$ cat src/rtl/adc_seq_pkg.sv
package adc_seq_pkg;
  localparam int ADDR_W = 8;
  localparam int DATA_W = 8;

  localparam logic [ADDR_W-1:0] A_PWR   = 8'h00;
  localparam logic [ADDR_W-1:0] A_GAINV = 8'h01;
  localparam logic [ADDR_W-1:0] A_RATE  = 8'h02;
  localparam logic [ADDR_W-1:0] A_ADCC  = 8'h15;

  localparam logic [DATA_W-1:0] V_RESET  = 8'h01;
  localparam logic [DATA_W-1:0] V_DPWR   = 8'h02;
  localparam logic [DATA_W-1:0] V_RUN    = 8'h16;
  localparam logic [DATA_W-1:0] V_ADCC   = 8'h30;
  localparam logic [DATA_W-1:0] V_RATE   = 8'h70;
  localparam int               RDY_BIT  = 3;
  localparam int               SUPPLY_BIT = 7;
  localparam int               LDO_LSB  = 3;

  localparam int HI_SUPPLY_MV = 2400;
  localparam int LDO_TOP_MV   = 4500;
  localparam int LDO_STEP_MV  = 300;

  typedef enum logic [3:0] {
    ST_IDLE, ST_RST, ST_PUD, ST_WAIT, ST_CHK,
    ST_RUN, ST_ADCC, ST_LDO, ST_RATE
  } seq_state_t;
endpackage

$ cat src/rtl/adc_seq_timer.sv
module adc_seq_timer #(
  parameter int CNT_MAX = 42000,
  localparam int CW = $clog2(CNT_MAX + 1)
) (
  input  logic clk,
  input  logic rst,
  input  logic clr,
  input  logic en,
  output logic hit
);
  logic [CW-1:0] cnt;

  assign hit = (cnt == CW'(CNT_MAX - 1));

  always_ff @(posedge clk) begin
    if (rst || clr)
      cnt <= '0;
    else if (en && !hit)
      cnt <= cnt + 1'b1;
  end
endmodule

$ cat src/rtl/adc_seq_cfg.sv
module adc_seq_cfg
  import adc_seq_pkg::*;
#(
  parameter int MV_W = 13
) (
  input  logic [MV_W-1:0]   mv,
  output logic              hi_supply,
  output logic [DATA_W-1:0] run_byte,
  output logic [DATA_W-1:0] ldo_byte
);
  int unsigned mv_u;
  logic [2:0]  code;

  always_comb begin
    mv_u      = int'(mv);
    hi_supply = (mv_u >= HI_SUPPLY_MV);
    if (mv_u >= LDO_TOP_MV)
      code = 3'd0;
    else
      code = 3'((LDO_TOP_MV - mv_u) / LDO_STEP_MV);
    run_byte = V_RUN;
    run_byte[SUPPLY_BIT] = hi_supply;
    ldo_byte = '0;
    ldo_byte[LDO_LSB +: 3] = code;
  end
endmodule

$ cat src/rtl/adc_pwrup_seq.sv
module adc_pwrup_seq
  import adc_seq_pkg::*;
#(
  parameter int CLK_HZ  = 200_000_000,
  parameter int WAIT_US = 210,
  parameter int MV_W    = 13
) (
  input  logic              clk,
  input  logic              rst,
  input  logic              start_i,
  input  logic [MV_W-1:0]   ldo_mv_i,
  input  logic              poll_mode_i,
  output logic              bus_req_o,
  output logic              bus_we_o,
  output logic [ADDR_W-1:0] bus_addr_o,
  output logic [DATA_W-1:0] bus_wdata_o,
  input  logic [DATA_W-1:0] bus_rdata_i,
  input  logic              bus_done_i,
  input  logic              bus_err_i,
  output logic              busy_o,
  output logic              ready_o,
  output logic              error_o
);
  localparam int WAIT_CYC = (CLK_HZ / 1_000_000) * WAIT_US;

  seq_state_t        state, nxt;
  logic              nxt_fail;
  logic              issued;
  logic [MV_W-1:0]   mv_q;
  logic              poll_q;
  logic              hi_supply;
  logic [DATA_W-1:0] run_byte, ldo_byte;
  logic              acc_we;
  logic [ADDR_W-1:0] acc_addr;
  logic [DATA_W-1:0] acc_wdata;
  logic              t_clr, t_hit;

  adc_seq_cfg #(.MV_W(MV_W)) u_cfg (
    .mv(mv_q), .hi_supply(hi_supply), .run_byte(run_byte), .ldo_byte(ldo_byte)
  );

  assign t_clr = (state == ST_PUD) && issued && bus_done_i && !bus_err_i;

  adc_seq_timer #(.CNT_MAX(WAIT_CYC)) u_tmr (
    .clk(clk), .rst(rst), .clr(t_clr), .en(state == ST_WAIT), .hit(t_hit)
  );

  // access contents per step
  always_comb begin
    acc_we = 1'b1; acc_addr = A_PWR; acc_wdata = '0;
    unique case (state)
      ST_RST:  acc_wdata = V_RESET;
      ST_PUD:  acc_wdata = V_DPWR;
      ST_CHK:  acc_we = 1'b0;
      ST_RUN:  acc_wdata = run_byte;
      ST_ADCC: begin acc_addr = A_ADCC;  acc_wdata = V_ADCC;   end
      ST_LDO:  begin acc_addr = A_GAINV; acc_wdata = ldo_byte; end
      ST_RATE: begin acc_addr = A_RATE;  acc_wdata = V_RATE;   end
      default: ;
    endcase
  end

  // step following a completed access
  always_comb begin
    nxt = ST_IDLE; nxt_fail = 1'b0;
    unique case (state)
      ST_RST:  nxt = ST_PUD;
      ST_PUD:  nxt = ST_WAIT;
      ST_CHK:  begin
        if (bus_rdata_i[RDY_BIT]) nxt = ST_RUN;
        else nxt_fail = 1'b1;
      end
      ST_RUN:  nxt = ST_ADCC;
      ST_ADCC: nxt = hi_supply ? ST_LDO : (poll_q ? ST_RATE : ST_IDLE);
      ST_LDO:  nxt = poll_q ? ST_RATE : ST_IDLE;
      default: nxt = ST_IDLE;
    endcase
  end

  always_ff @(posedge clk) begin
    if (rst) begin
      state <= ST_IDLE; issued <= 1'b0;
      bus_req_o <= 1'b0; bus_we_o <= 1'b0;
      bus_addr_o <= '0; bus_wdata_o <= '0;
      busy_o <= 1'b0; ready_o <= 1'b0; error_o <= 1'b0;
      mv_q <= '0; poll_q <= 1'b0;
    end else begin
      bus_req_o <= 1'b0;
      unique case (state)
        ST_IDLE: begin
          if (start_i) begin
            state <= ST_RST; issued <= 1'b0;
            busy_o <= 1'b1; ready_o <= 1'b0; error_o <= 1'b0;
            mv_q <= ldo_mv_i; poll_q <= poll_mode_i;
          end
        end
        ST_WAIT: begin
          if (t_hit) state <= ST_CHK;
        end
        default: begin
          if (!issued) begin
            bus_req_o <= 1'b1; issued <= 1'b1;
            bus_we_o <= acc_we; bus_addr_o <= acc_addr; bus_wdata_o <= acc_wdata;
          end else if (bus_err_i) begin
            state <= ST_IDLE; issued <= 1'b0;
            busy_o <= 1'b0; error_o <= 1'b1;
          end else if (bus_done_i) begin
            state <= nxt; issued <= 1'b0;
            if (nxt == ST_IDLE) begin
              busy_o  <= 1'b0;
              ready_o <= !nxt_fail;
              error_o <= nxt_fail;
            end
          end
        end
      endcase
    end
  end
endmodule

$ cat config.mk
export PLATFORM = sky130hd
export DESIGN_NAME = adc_pwrup_seq
export DESIGN_NICKNAME = d
export VERILOG_FILES = /design/src/rtl/adc_seq_pkg.sv /design/src/rtl/adc_seq_timer.sv /design/src/rtl/adc_seq_cfg.sv /design/src/rtl/adc_pwrup_seq.sv
export SDC_FILE = /design/constraint.sdc
export NUM_CORES = 1
export LEC_CHECK = 0
export BUFFER_PORTS_ARGS = -buffer_cell sky130_fd_sc_hd__buf_2
export CORE_MARGIN = 2
export CORE_UTILIZATION = 60
export DETAILED_ROUTE_END_ITERATION = 10
export PLACE_DENSITY_LB_ADDON = 0.3
export SLEW_MARGIN = 30
export SYNTH_ARGS = -nofsm -noshare
export SYNTH_HDL_FRONTEND = slang
export SYNTH_HIERARCHICAL = 1
export SYNTH_SLANG_ARGS = --single-unit
export TNS_END_PERCENT = 5
$ cat constraint.sdc
create_clock -name clk -period 19.7 [get_ports clk]
set_clock_uncertainty 0.2 [all_clocks]
set_input_delay 2.955 -clock clk [delete_from_list [all_inputs] [get_ports clk]]
set_output_delay 2.955 -clock clk [all_outputs]
set_load 0.01 [all_outputs]
==> summary.md <==
| Metric | Value |
|---|---|
| Status | finished clean |
| Number of global-route vias before repair | 9142 |
| Crit end category | flip-flop |
| RSZ-0062 raised after global routing | false |
| Final TNS setup | 0 ns |
| CP top delay family | compound AO/OA/AOI/OAI gates |
| Ant. Diodes | 0 |
| Via count | 10.6k |
| Clock Sink Count | 51 |
| CP arrival | 18.19 ns |
| Most common cell after layout, fill and taps aside | nand2_1 |
| Total grt overflow | 0 |
| Avg Cell Area, Syn | 7.08 µm² |
| CP Class | flip-flop to flip-flop |
| Min-Delay Path Class | flip-flop to flip-flop |
| Core Footprint | 15900 µm² |
| Starting Density | 61.8% |
| Gate count of the mapped netlist | 1392 |
| Slew HR | 38.6% |
| Largest net degree at the start of global routing | 39 |
| Synth Flop Type | dfxtp_1 |
| Remaining DRCs | 0 |
| Antenna violations before repair | 0 |
| Setup bufs post-CTS | 0 |
| WL/cell | 16.0 µm |
| R2r setup slk | 1.47 ns |
| Seq cells post-synth | 51 |
| Placer Congestion | 0.926 |
| CP max-delay cell | o21ai_4 |
| Antenna viol nets, final | 0 |
| Setup violators final | 0 |
| Number of synthesis warnings | 6 |
| Critical Path Fanout Max | 29 |
| Root Buffer | clkbuf_16 |
| Synth cell types | 128 |
| Type of origin of the critical path | flip-flop |
| Final Hold Fails | 0 |
| IO Pins | 48 |
| Critical Path Stages | 55 |
| Slowest stage delay, CP | 0.70 ns |
| Max-cap violations | 0 |
| DRT Pass-1 Iters | 7 |
| CTS max path bufs | 2 |
| Measured slew at the worst slew-check pin | 0.914 ns |
| Most frequent cells in the layout | nand2_1 (160), nor2_1 (114), a21oi_1 (108) |
| Number of synthesized flops with an enable pin | 0 |
| Routed wire length | 25.3 mm |
| Die X | 132 µm |
| Ratio of cells with drive above 1 in the final layout | 12.5% |
| CP most frequent cell | mux2i_1 |
| Final Max Tran Viols | 0 |
| Seq/Total Area, Yosys | 10.4% |
| Final period demand of the worst path | 18.23 ns |
| Hold Crit Depth | 2 |
| CTS H-Tree Depth | 2 |
| Final nets | 1401 |
| Period utilization | 92.5% |
| Site row count | 46 |
| Post-DP HPWL | 18.9 mm |
| Drt initial violations | 877 |
| Crit path buffers/inverters | 3 |
| First-pass GRT wire length | 42.5 mm |
| Via density | 6.73 |
| Worst-Skew Late Latency | 0.29 ns |
| Area grow syn2layout | 2.27% |
| Port Buffers | 36 |
| Num CTS Buffers | 5 |
| Max frequency | 54.9 MHz |
| Chip height | 132 µm |
| Synthesized cell area | 9850 µm² |
| Asr flop ratio synth | 0% |
| R2R cell count | 55 |
| Reg clk slew, reported paths | 0.07 ns |
| CTS tree | built |
| Fill count | 1447 |
| Worst EP required | 19.66 ns |
| Gr usage total | 27.5% |
| Die area | 17500 µm² |
==> kinds of logic after synthesis <==
kind of cell,share of synthesized area (%)
buffers and inverters,7.10
and+or+nand+nor,29.0
AOI/OAI and AO/OA,38.9
xor gates and xnor gates,7.54
DFF,10.4
muxes,5.29
other,0.114
adders and majority gates,1.74
==> path summary, 6_finish.rpt <==
kind / to / start
max: bus_wdata_o[3] / mv_q[9]
min: error_o / error_o
max reg2reg: bus_wdata_o[3] / mv_q[9]
min reg2reg: error_o / error_o
==> repair_timing <==
action | CTS | global route
gates resized for setup | 0 | 1
setup endpoints to repair | 0 | 1
hold buffers | 0 | 0
==> tightest hold or removal path, stage by stage, from the launching register on <==
cell     delay, ns
dfxtp_1       0.31
nand2_1       0.05
mux2i_1       0.05
==> through the flow <==
step	cells	util [%]	worst slack [ns]	hold WS, ns	instance area (µm²)
floorplan	1415	-	4.49	0.233	9940
detailed placement	1571	62.0	1.62	0.252	9880
CTS	1579	63.2	1.54	0.265	10100
global route	1579	63.2	0.155	0.290	10100
finish	1579	63.2	1.47	0.264	10100
global placement	1571	62.0	1.91	0.244	9880
==> registers in the layout, indices dropped and copies added, names as in the netlist <==
register / flops
bus_addr_o: 3
bus_req_o: 1
bus_wdata_o: 8
bus_we_o: 1
busy_o: 1
error_o: 1
issued: 1
mv_q: 13
poll_q: 1
ready_o: 1
state: 4
u_tmr/cnt: 16
==> per-layer routing <==
layer  routed length, µm  share of wire (%)  global-route usage (%)
met1               11600                 46                    38.3
met3                1590                6.3                    2.38
met5                   0                  0                       0
met4                 404                1.6                    6.64
met2               11700                 46                    45.8
==> area by class of cell <==
cell class	count	area (µm²)	area share, %
Inverter	27	101	1.01
Multi-Input combinational cell	1229	8220	81.6
Timing Repair Buffer	48	270	2.68
Clock inverter	3	67.6	0.670
Clock buffer	5	125	1.24
Sequential cell	51	1020	10.1
Tap cell	216	270	2.68
==> cells in the mapped netlist, drive strengths merged, types with 14 or more instances <==
cell type | number | share of area (%)
nor2b | 14 | 0.89
inv | 26 | 0.99
xnor2 | 60 | 5.6
nor3 | 53 | 2.9
o21ai | 87 | 4.9
o22ai | 14 | 0.89
dfxtp | 51 | 10
a21oi | 116 | 6.3
o211ai | 33 | 2.7
mux2 | 14 | 1.6
nand4 | 23 | 1.6
nand2 | 162 | 6.2
nand2b | 24 | 1.5
nor4 | 17 | 1.4
a211oi | 17 | 1.4
clkbuf | 47 | 1.8
a22oi | 17 | 1.3
a21o | 15 | 1.1
or3 | 17 | 1.1
buf | 61 | 4.3
o21a | 17 | 1.4
a31oi | 16 | 1.3
nor2 | 115 | 4.4
and2 | 21 | 1.4
xor2 | 18 | 1.8
nand3 | 56 | 2.9
mux2i | 34 | 3.7
Power is not shown: default switching activity piles up to over one toggle a cycle in this logic, so the estimate is an artifact.
